[config.mk]
export PLATFORM = sky130hd
export DESIGN_NAME = gpio_irq_bank
export DESIGN_NICKNAME = d
export VERILOG_FILES = /design/src/rtl/gpio_bank_pkg.sv /design/src/rtl/gpio_bank_sync.sv /design/src/rtl/gpio_bank_sense.sv /design/src/rtl/gpio_bank_regs.sv /design/src/rtl/gpio_irq_bank.sv
export SDC_FILE = /design/constraint.sdc
export NUM_CORES = 1
export LEC_CHECK = 0
export ABC_AREA = 0
export BUFFER_PORTS_ARGS = -buffer_cell sky130_fd_sc_hd__buf_2
export CORE_AREA = 2 2 223 225
export CTS_BUF_LIST = sky130_fd_sc_hd__clkbuf_4 sky130_fd_sc_hd__clkbuf_8 sky130_fd_sc_hd__clkbuf_16
export DETAILED_ROUTE_END_ITERATION = 8
export DIE_AREA = 0 0 225 227
export RECOVER_POWER = 50
export SLEW_MARGIN = 20
export SYNTH_ARGS = -nofsm -noshare
export SYNTH_HDL_FRONTEND = slang
export SYNTH_SLANG_ARGS = --single-unit
export TNS_END_PERCENT = 5
[constraint.sdc]
create_clock -name clk -period 2.5 [get_ports clk]
set_clock_uncertainty 0.05 [all_clocks]
set_input_delay 0.5 -clock clk [delete_from_list [all_inputs] [get_ports clk]]
set_output_delay 0.5 -clock clk [all_outputs]
set_load 0.02 [all_outputs]
[src/rtl/gpio_bank_pkg.sv]
package gpio_bank_pkg;
  localparam int unsigned BUS_W    = 32;
  localparam int unsigned MAX_PINS = 32;

  // Register byte offsets, decoded by the software driver.
  localparam logic [7:0] OFS_MODE = 8'h00;
  localparam logic [7:0] OFS_DIR  = 8'h04;
  localparam logic [7:0] OFS_OUT  = 8'h08;
  localparam logic [7:0] OFS_IN   = 8'h0C;
  localparam logic [7:0] OFS_STAT = 8'h10;
  localparam logic [7:0] OFS_CLR  = 8'h14;
  localparam logic [7:0] OFS_MASK = 8'h18;
  localparam logic [7:0] OFS_MSET = 8'h1C;
  localparam logic [7:0] OFS_POL  = 8'h20;
  localparam logic [7:0] OFS_EDGE = 8'h24;
  localparam logic [7:0] OFS_BOTH = 8'h4C;

  // Pin count actually built: out-of-range requests fall back to the maximum.
  function automatic int unsigned eff_pins(input int unsigned req);
    return (req == 0 || req > MAX_PINS) ? MAX_PINS : req;
  endfunction

  // Edge detector on one synchronized pin.
  function automatic logic edge_hit(input logic cur, input logic prev,
                                    input logic pol, input logic both);
    if (both) return cur ^ prev;
    return pol ? (prev & ~cur) : (cur & ~prev);
  endfunction

  // Next value of one status bit.
  function automatic logic status_next(input logic mode, input logic edg,
                                       input logic cur, input logic pol,
                                       input logic hit, input logic clr,
                                       input logic old);
    if (!mode) return 1'b0;
    if (!edg)  return cur ^ pol;
    if (hit)   return 1'b1;
    if (clr)   return 1'b0;
    return old;
  endfunction
endpackage

[src/rtl/gpio_bank_sync.sv]
module gpio_bank_sync #(
  parameter int unsigned W = 32
) (
  input  logic         clk,
  input  logic         rst_n,
  input  logic [W-1:0] async_in,
  output logic [W-1:0] sync_out
);
  logic [W-1:0] stage1_q;

  always_ff @(posedge clk) begin
    if (!rst_n) begin
      stage1_q <= '0;
      sync_out <= '0;
    end else begin
      stage1_q <= async_in;
      sync_out <= stage1_q;
    end
  end
endmodule

[src/rtl/gpio_bank_sense.sv]
module gpio_bank_sense
  import gpio_bank_pkg::*;
#(
  parameter int unsigned N = 32
) (
  input  logic         clk,
  input  logic         rst_n,
  input  logic [N-1:0] sync_in,
  input  logic [N-1:0] mode,
  input  logic [N-1:0] pol,
  input  logic [N-1:0] edge_sel,
  input  logic [N-1:0] both,
  input  logic [N-1:0] clr,
  output logic [N-1:0] status
);
  logic [N-1:0] prev_q;
  logic [N-1:0] hit;      // edge event per pin, brought out for checks

  always_ff @(posedge clk) begin
    if (!rst_n) prev_q <= '0;
    else        prev_q <= sync_in;
  end

  for (genvar i = 0; i < N; i++) begin : g_pin
    assign hit[i] = edge_hit(sync_in[i], prev_q[i], pol[i], both[i]);

    always_ff @(posedge clk) begin
      if (!rst_n) status[i] <= 1'b0;
      else status[i] <= status_next(mode[i], edge_sel[i], sync_in[i], pol[i],
                                    hit[i], clr[i], status[i]);
    end
  end

  // general I/O pins never latch status
  p_gen_quiet_r11: assert property (@(posedge clk) disable iff (!rst_n)
    rst_n |=> (status & ~$past(mode)) == '0);

  // level status tracks polarity-adjusted synchronized input
  p_level_track_r6: assert property (@(posedge clk) disable iff (!rst_n)
    rst_n |=> ((status ^ $past(sync_in ^ pol)) & $past(mode & ~edge_sel)) == '0);

  // edge status holds without event or clear
  p_edge_hold_r7: assert property (@(posedge clk) disable iff (!rst_n)
    rst_n |=> ((status ^ $past(status)) & $past(mode & edge_sel & ~hit & ~clr)) == '0);

  // a detected edge wins over a simultaneous clear
  p_set_wins_r9: assert property (@(posedge clk) disable iff (!rst_n)
    rst_n |=> (status & $past(mode & edge_sel & hit)) == $past(mode & edge_sel & hit));
endmodule

[src/rtl/gpio_bank_regs.sv]
module gpio_bank_regs
  import gpio_bank_pkg::*;
#(
  parameter int unsigned N      = 32,
  parameter bit          BOTH   = 1'b1,
  parameter int unsigned ADDR_W = 8
) (
  input  logic              clk,
  input  logic              rst_n,
  input  logic [ADDR_W-1:0] bus_addr,
  input  logic              bus_we,
  input  logic [BUS_W-1:0]  bus_wdata,
  output logic [BUS_W-1:0]  bus_rdata,
  input  logic [N-1:0]      sync_in,
  input  logic [N-1:0]      status,
  output logic [N-1:0]      mode_q,
  output logic [N-1:0]      dir_q,
  output logic [N-1:0]      out_q,
  output logic [N-1:0]      pol_q,
  output logic [N-1:0]      edge_q,
  output logic [N-1:0]      both_q,
  output logic [N-1:0]      mask_q,
  output logic [N-1:0]      clr_pulse
);
  logic [N-1:0] wd;
  logic we_mode, we_dir, we_out, we_clr, we_mask, we_mset, we_pol, we_edge, we_both;
  logic [N-1:0] rsel;

  assign wd      = bus_wdata[N-1:0];
  assign we_mode = bus_we && (bus_addr == ADDR_W'(OFS_MODE));
  assign we_dir  = bus_we && (bus_addr == ADDR_W'(OFS_DIR));
  assign we_out  = bus_we && (bus_addr == ADDR_W'(OFS_OUT));
  assign we_clr  = bus_we && (bus_addr == ADDR_W'(OFS_CLR));
  assign we_mask = bus_we && (bus_addr == ADDR_W'(OFS_MASK));
  assign we_mset = bus_we && (bus_addr == ADDR_W'(OFS_MSET));
  assign we_pol  = bus_we && (bus_addr == ADDR_W'(OFS_POL));
  assign we_edge = bus_we && (bus_addr == ADDR_W'(OFS_EDGE));
  assign we_both = bus_we && (bus_addr == ADDR_W'(OFS_BOTH));

  assign clr_pulse = we_clr ? wd : '0;

  always_ff @(posedge clk) begin
    if (!rst_n) begin
      mode_q <= '0;
      dir_q  <= '0;
      out_q  <= '0;
      pol_q  <= '0;
      edge_q <= '0;
      mask_q <= '0;
    end else begin
      if (we_mode) mode_q <= wd;
      if (we_dir)  dir_q  <= wd;
      if (we_out)  out_q  <= wd;
      if (we_pol)  pol_q  <= wd;
      if (we_edge) edge_q <= wd;
      if (we_mask)      mask_q <= mask_q & wd;
      else if (we_mset) mask_q <= mask_q | wd;
    end
  end

  if (BOTH) begin : g_both
    always_ff @(posedge clk) begin
      if (!rst_n)       both_q <= '0;
      else if (we_both) both_q <= wd;
    end
  end else begin : g_no_both
    assign both_q = '0;
  end

  always_comb begin
    rsel = '0;
    case (bus_addr)
      ADDR_W'(OFS_MODE): rsel = mode_q;
      ADDR_W'(OFS_DIR):  rsel = dir_q;
      ADDR_W'(OFS_OUT):  rsel = out_q;
      ADDR_W'(OFS_IN):   rsel = sync_in;
      ADDR_W'(OFS_STAT): rsel = status;
      ADDR_W'(OFS_MASK): rsel = mask_q;
      ADDR_W'(OFS_POL):  rsel = pol_q;
      ADDR_W'(OFS_EDGE): rsel = edge_q;
      ADDR_W'(OFS_BOTH): rsel = both_q;
      default:           rsel = '0;
    endcase
    bus_rdata = '0;
    bus_rdata[N-1:0] = rsel;
  end

  // mask-set write turns on every bit written as 1
  p_mask_set_r10: assert property (@(posedge clk) disable iff (!rst_n)
    we_mset && !we_mask |=> (mask_q & $past(wd)) == $past(wd));

  // mask write leaves no bit set where data was 0
  p_mask_keep_r10: assert property (@(posedge clk) disable iff (!rst_n)
    we_mask |=> (mask_q & ~$past(wd)) == '0);

  // without the option the both-edge register stays empty
  p_no_both_r8: assert property (@(posedge clk) disable iff (!rst_n)
    !BOTH |-> both_q == '0);
endmodule

[src/rtl/gpio_irq_bank.sv]
module gpio_irq_bank
  import gpio_bank_pkg::*;
#(
  parameter int unsigned PIN_COUNT = 32,
  parameter bit          BOTH_EDGE = 1'b1,
  parameter int unsigned ADDR_W    = 8
) (
  input  logic                              clk,
  input  logic                              rst_n,
  input  logic [ADDR_W-1:0]                 bus_addr,
  input  logic                              bus_we,
  input  logic [31:0]                       bus_wdata,
  output logic [31:0]                       bus_rdata,
  input  logic [eff_pins(PIN_COUNT)-1:0]    pin_in,
  output logic [eff_pins(PIN_COUNT)-1:0]    pin_out,
  output logic [eff_pins(PIN_COUNT)-1:0]    pin_oe,
  output logic                              irq
);
  localparam int unsigned N = eff_pins(PIN_COUNT);

  logic [N-1:0] sync_in, status, mode_q, dir_q, out_q, pol_q, edge_q, both_q, mask_q, clr_pulse;

  gpio_bank_sync #(.W(N)) u_sync (
    .clk(clk), .rst_n(rst_n), .async_in(pin_in), .sync_out(sync_in)
  );

  gpio_bank_regs #(.N(N), .BOTH(BOTH_EDGE), .ADDR_W(ADDR_W)) u_regs (
    .clk(clk), .rst_n(rst_n), .bus_addr(bus_addr), .bus_we(bus_we),
    .bus_wdata(bus_wdata), .bus_rdata(bus_rdata), .sync_in(sync_in),
    .status(status), .mode_q(mode_q), .dir_q(dir_q), .out_q(out_q),
    .pol_q(pol_q), .edge_q(edge_q), .both_q(both_q), .mask_q(mask_q),
    .clr_pulse(clr_pulse)
  );

  gpio_bank_sense #(.N(N)) u_sense (
    .clk(clk), .rst_n(rst_n), .sync_in(sync_in), .mode(mode_q), .pol(pol_q),
    .edge_sel(edge_q), .both(both_q), .clr(clr_pulse), .status(status)
  );

  assign pin_out = out_q;
  assign pin_oe  = dir_q & ~mode_q;
  assign irq     = |(status & mask_q);

  // a pin in interrupt mode is never driven
  p_irq_pin_undriven_r3: assert property (@(posedge clk) disable iff (!rst_n)
    (pin_oe & mode_q) == '0);
endmodule

==> Implementation_results.wiki <==
{| class="wikitable"
! Metric !! Value
|-
| Fin nets || 2381
|-
| Distinct cell type count after synthesis || between 50 and 60
|-
| Antenna Violating Nets Remaining || 0
|-
| Data required time of the critical path || 1.95 ns
|-
| Count of boundary I/O pins || approximately 170
|-
| Clock insertion delay at the later pin of the skew report || 0.57 ns
|-
| Via count of the first global-routing pass || between 15000 and 20000
|-
| Port-buffer cells || ~170
|-
| Clock tree sinks || around 350
|-
| Aggregate global-route resource usage || 0.2398
|-
| Row count || between 80 and 90
|-
| TritonCTS clock tree || yes
|-
| Register bit count reported by yosys || around 350
|-
| Clock tree root driver cell || sky130_fd_sc_hd__clkbuf_16
|-
| Worst setup margin || -0.1287 ns
|-
| Leakage power || 8.419 nW
|-
| Area of the placeable core || a little under 50000 sq um
|-
| Total of hold buffers inserted after clock tree synthesis || 0
|-
| Synthesized net count || between 2000 and 2500
|-
| Post-detailed-route wirelength per cell || ~21 um
|-
| Via-per-instance ratio || ~5.4
|-
| Slew headroom || 0.1257
|-
| Wire length of the first global-routing pass || around 93000 um
|-
| Area fraction in and, or, nand and nor cells after synthesis || 0.1901
|-
| Overflow left after global routing || 0
|-
| Placed inst area || 19600 sq um
|-
| Adder and majority gate portion of the synthesized area || 0.04624
|-
| RSZ-0062 raised after global routing || true
|-
| Y dimension of the die || about 230 um
|-
| Clock slew at reported path FFs || around 0.060 ns
|-
| Setup-failing EPs final || between 50 and 60
|-
| Class of the most critical hold timing path || in2reg
|-
| Max Cap Violations || 0
|-
| Yosys synthesis warning count || 0
|-
| Type of element launching the critical path || primary input
|-
| Via count || 15690
|-
| Bufs on Longest Clock Path || 3
|-
| Async set-or-reset flop fraction in the synthesized netlist || 0
|-
| Initial Utilization || 0.3568
|-
| Cell Area, Synth || 17320 sq um
|-
| Category of the critical setup timing path || in2out
|-
| H-tree levels || 2
|-
| Mux contribution to synthesized area || 0.06278
|-
| Violations in the final reports || negative setup slack
|-
| Endpoint of the worst hold path || u_sync.stage1_q[20]$_SDFF_PN0_
|-
| Antenna violations before repair || 3
|-
| Pins Over Slew Limit || 0
|-
| Router iterations before antenna repair || 7
|-
| Area Overhead vs Synth || 22.79%
|-
| Reg-to-Reg Start || u_sync.sync_out[10]$_SDFF_PN0_
|-
| Power density of the placed cells || roughly 600 nW/um^2
|-
| Post-detailed-placement half-perimeter wirelength || 43720 um
|-
| Worst hold path depth || 2
|-
| Main combinational cell family by area after synthesis || compound AO/OA/AOI/OAI gates
|-
| Pin count of the biggest net entering global routing || 90
|-
| Die extent in x || 225 um
|-
| Remaining DRCs || 0
|-
| Number of buffers created by CTS || 41
|-
| Maximum ir drop on the vdd rail || between 0.3 and 0.4 mV
|-
| Commonest non-fill, non-tap cell in the layout || sky130_fd_sc_hd__nand2_1
|-
| Post-synth EDFFs || 0
|-
| Slew at the pin closest to its max-slew limit || about 1.3 ns
|-
| Hold path start || pin_in[20]
|-
| Reg-to-reg critical path endpoint || u_sense.status[10]$_SDFFE_PN0P_
|-
| Dominant register cell in the synthesized netlist || sky130_fd_sc_hd__dfxtp_1
|-
| Die footprint || between 50000 and 60000 sq um
|-
| Drt initial violations || approximately 1400
|-
| Kind of end point of the critical path || output port
|-
| Layout cell share with drive strength beyond 1 || 0.1995
|-
| Register-to-Register Setup Slack || 1.00 ns
|-
| Commonest cells after routing, fill and taps aside || 463 x sky130_fd_sc_hd__nand2_1, 348 x sky130_fd_sc_hd__dfxtp_1, 160 x sky130_fd_sc_hd__a21boi_1
|-
| R2R depth || 5
|-
| Global placer's final weighted congestion || just over 0.9
|-
| Synthesized area per cell || 8.465 sq um
|-
| Worst Path Arrival || 2.08 ns
|-
| Status || finished, violations left
|-
| Final wirelength || between 60000 and 70000 um
|-
| Post-synthesis compound-gate area fraction || 0.2139
|-
| Maximum frequency from static timing analysis || 380.4 MHz
|-
| Sequential area share after synthesis || 0.4069
|-
| Synthesized netlist cell count || 2046
|-
| Final worst-path cycle share || 1.051
|-
| Final Critical Period || 2.629 ns
|-
| Final-report hold violation count || 0
|-
| Fraction of synthesized cell area in xor and xnor cells || 0.01618
|-
| Final std cell area, no fill || ~21000 sq um
|-
| Maximum fanout along the worst path || 17
|-
| Final core utilization || 0.4381
|}
## Yosys cell counts (12+ instances only)
| library cell | instances | area [sq um] |
|---|---|---|
| sky130_fd_sc_hd__o211ai_1 | 34 | 255.2 |
| sky130_fd_sc_hd__mux2i_1 | 49 | 490.5 |
| sky130_fd_sc_hd__mux2_2 | 53 | 596.8 |
| sky130_fd_sc_hd__a22oi_1 | 55 | 412.9 |
| sky130_fd_sc_hd__ha_1 | 64 | 800.8 |
| sky130_fd_sc_hd__xor2_1 | 32 | 280.3 |
| sky130_fd_sc_hd__nor2_1 | 23 | 86.33 |
| sky130_fd_sc_hd__clkbuf_1 | 100 | 375.4 |
| sky130_fd_sc_hd__nand3_1 | 16 | 80.08 |
| sky130_fd_sc_hd__o21ai_1 | 37 | 185.2 |
| sky130_fd_sc_hd__a211o_1 | 12 | 105.1 |
| sky130_fd_sc_hd__a21boi_0 | 14 | 105.1 |
| sky130_fd_sc_hd__buf_2 | 51 | 255.2 |
| sky130_fd_sc_hd__o22ai_1 | 20 | 125.1 |
| sky130_fd_sc_hd__nand2_1 | 464 | 1742 |
| sky130_fd_sc_hd__nor2b_1 | 36 | 225.2 |
| sky130_fd_sc_hd__a21boi_1 | 210 | 1577 |
| sky130_fd_sc_hd__and3_1 | 16 | 100.1 |
| sky130_fd_sc_hd__inv_1 | 97 | 364.1 |
| sky130_fd_sc_hd__nor3_1 | 15 | 75.07 |
| sky130_fd_sc_hd__o21ai_0 | 78 | 390.4 |
| sky130_fd_sc_hd__a31oi_1 | 35 | 219.0 |
| sky130_fd_sc_hd__dfxtp_1 | 352 | 7047 |
| sky130_fd_sc_hd__and2_1 | 99 | 619.3 |
## through the flow
step | hold slack (ns) | worst slack (ns) | setup TNS [ns] | total power, mW | std cells
6_report | 0.07890 | -0.1287 | -3.398 | 12.70 | 2894
5_1_grt | 0.07699 | -0.1825 | -5.229 | 13.08 | 2894
2_1_floorplan | 0.3619 | 0.03655 | 0 | 6.252 | 2046
3_5_place_dp | 0.3687 | -0.4016 | -6.813 | 6.592 | 2810
3_3_place_gp | 0.3666 | -0.4004 | -7.030 | 6.574 | 2810
4_1_cts | 0.05614 | -0.1313 | -2.496 | 12.80 | 2889
## worst max path at each step
| stage | start | to | slack (ns) | depth (start not counted) |
|---|---|---|---|---|
| finish | bus_addr[0] | bus_rdata[28] | -0.13 | 7 |
| floorplan | bus_addr[7] | bus_rdata[12] | 0.04 | 7 |
| CTS | u_sense.status[3]$_SDFFE_PN0P_ | irq | -0.13 | 4 |
| detailed placement | bus_addr[3] | bus_rdata[30] | -0.40 | 7 |
| global route | bus_addr[0] | bus_rdata[28] | -0.18 | 7 |
| global placement | bus_addr[3] | bus_rdata[30] | -0.40 | 7 |
## power by group
group          total [mW]  leakage (nW)  switching [mW]  internal (mW)
clock network        6.20         0.702            2.46           3.74
logic               0.761          4.86           0.429          0.333
registers            5.73          2.85          0.0553           5.68
total                12.7          8.42            2.94           9.75
## logic make-up after synthesis
| group | count (synthesis) |
|---|---|
| AOI/OAI and AO/OA | 529 |
| adders and majority gates | 64 |
| buffers and inverters | 261 |
| DFF | 352 |
| muxes | 102 |
| xor gates and xnor gates | 32 |
| and+or+nand+nor | 706 |
## routing by layer
metal	GRT usage	vias to the layer above	share of wire
li1	-	7332	-
met1	0.3101	7658	0.43
met2	0.3985	586	0.47
met3	0.04014	105	0.065
met4	0.09677	4	0.033
met5	0	-	0.00042
## cell type report
class	instances	area (sq um)
multi-input cells	1433	9306
fillers	4780	27280
clock inverters	8	93.84
well taps	622	778.2
inverters	97	364.1
diodes	1	2.502
repair buffers	317	2380
flip-flops and latches	352	7052
clock buffers	64	1290
## worst max-delay path, stage by stage
cell                       delay, ns
sky130_fd_sc_hd__clkbuf_4       0.17
sky130_fd_sc_hd__buf_4          0.17
sky130_fd_sc_hd__nor4b_4        0.37
sky130_fd_sc_hd__buf_6          0.27
sky130_fd_sc_hd__a22oi_1        0.11
sky130_fd_sc_hd__o221ai_2       0.27
sky130_fd_sc_hd__buf_4          0.20
## state kept, by name, indices dropped and copies added, names as in the netlist
name,cells
u_sense.status,32
u_sense.prev_q,32
u_regs.out_q,32
u_sync.stage1_q,32
u_regs.both_q,32
u_regs.pol_q,32
u_regs.edge_q,32
u_regs.dir_q,32
u_regs.mask_q,32
u_sync.sync_out,32
u_regs.mode_q,32
## timing repair
action                     4_1_cts  5_1_grt
gates resized for setup         73       27
buffers inserted                 7        4
setup endpoints to repair       33       33
pin swaps                       28       12
(Power assumes the default switching activity.)
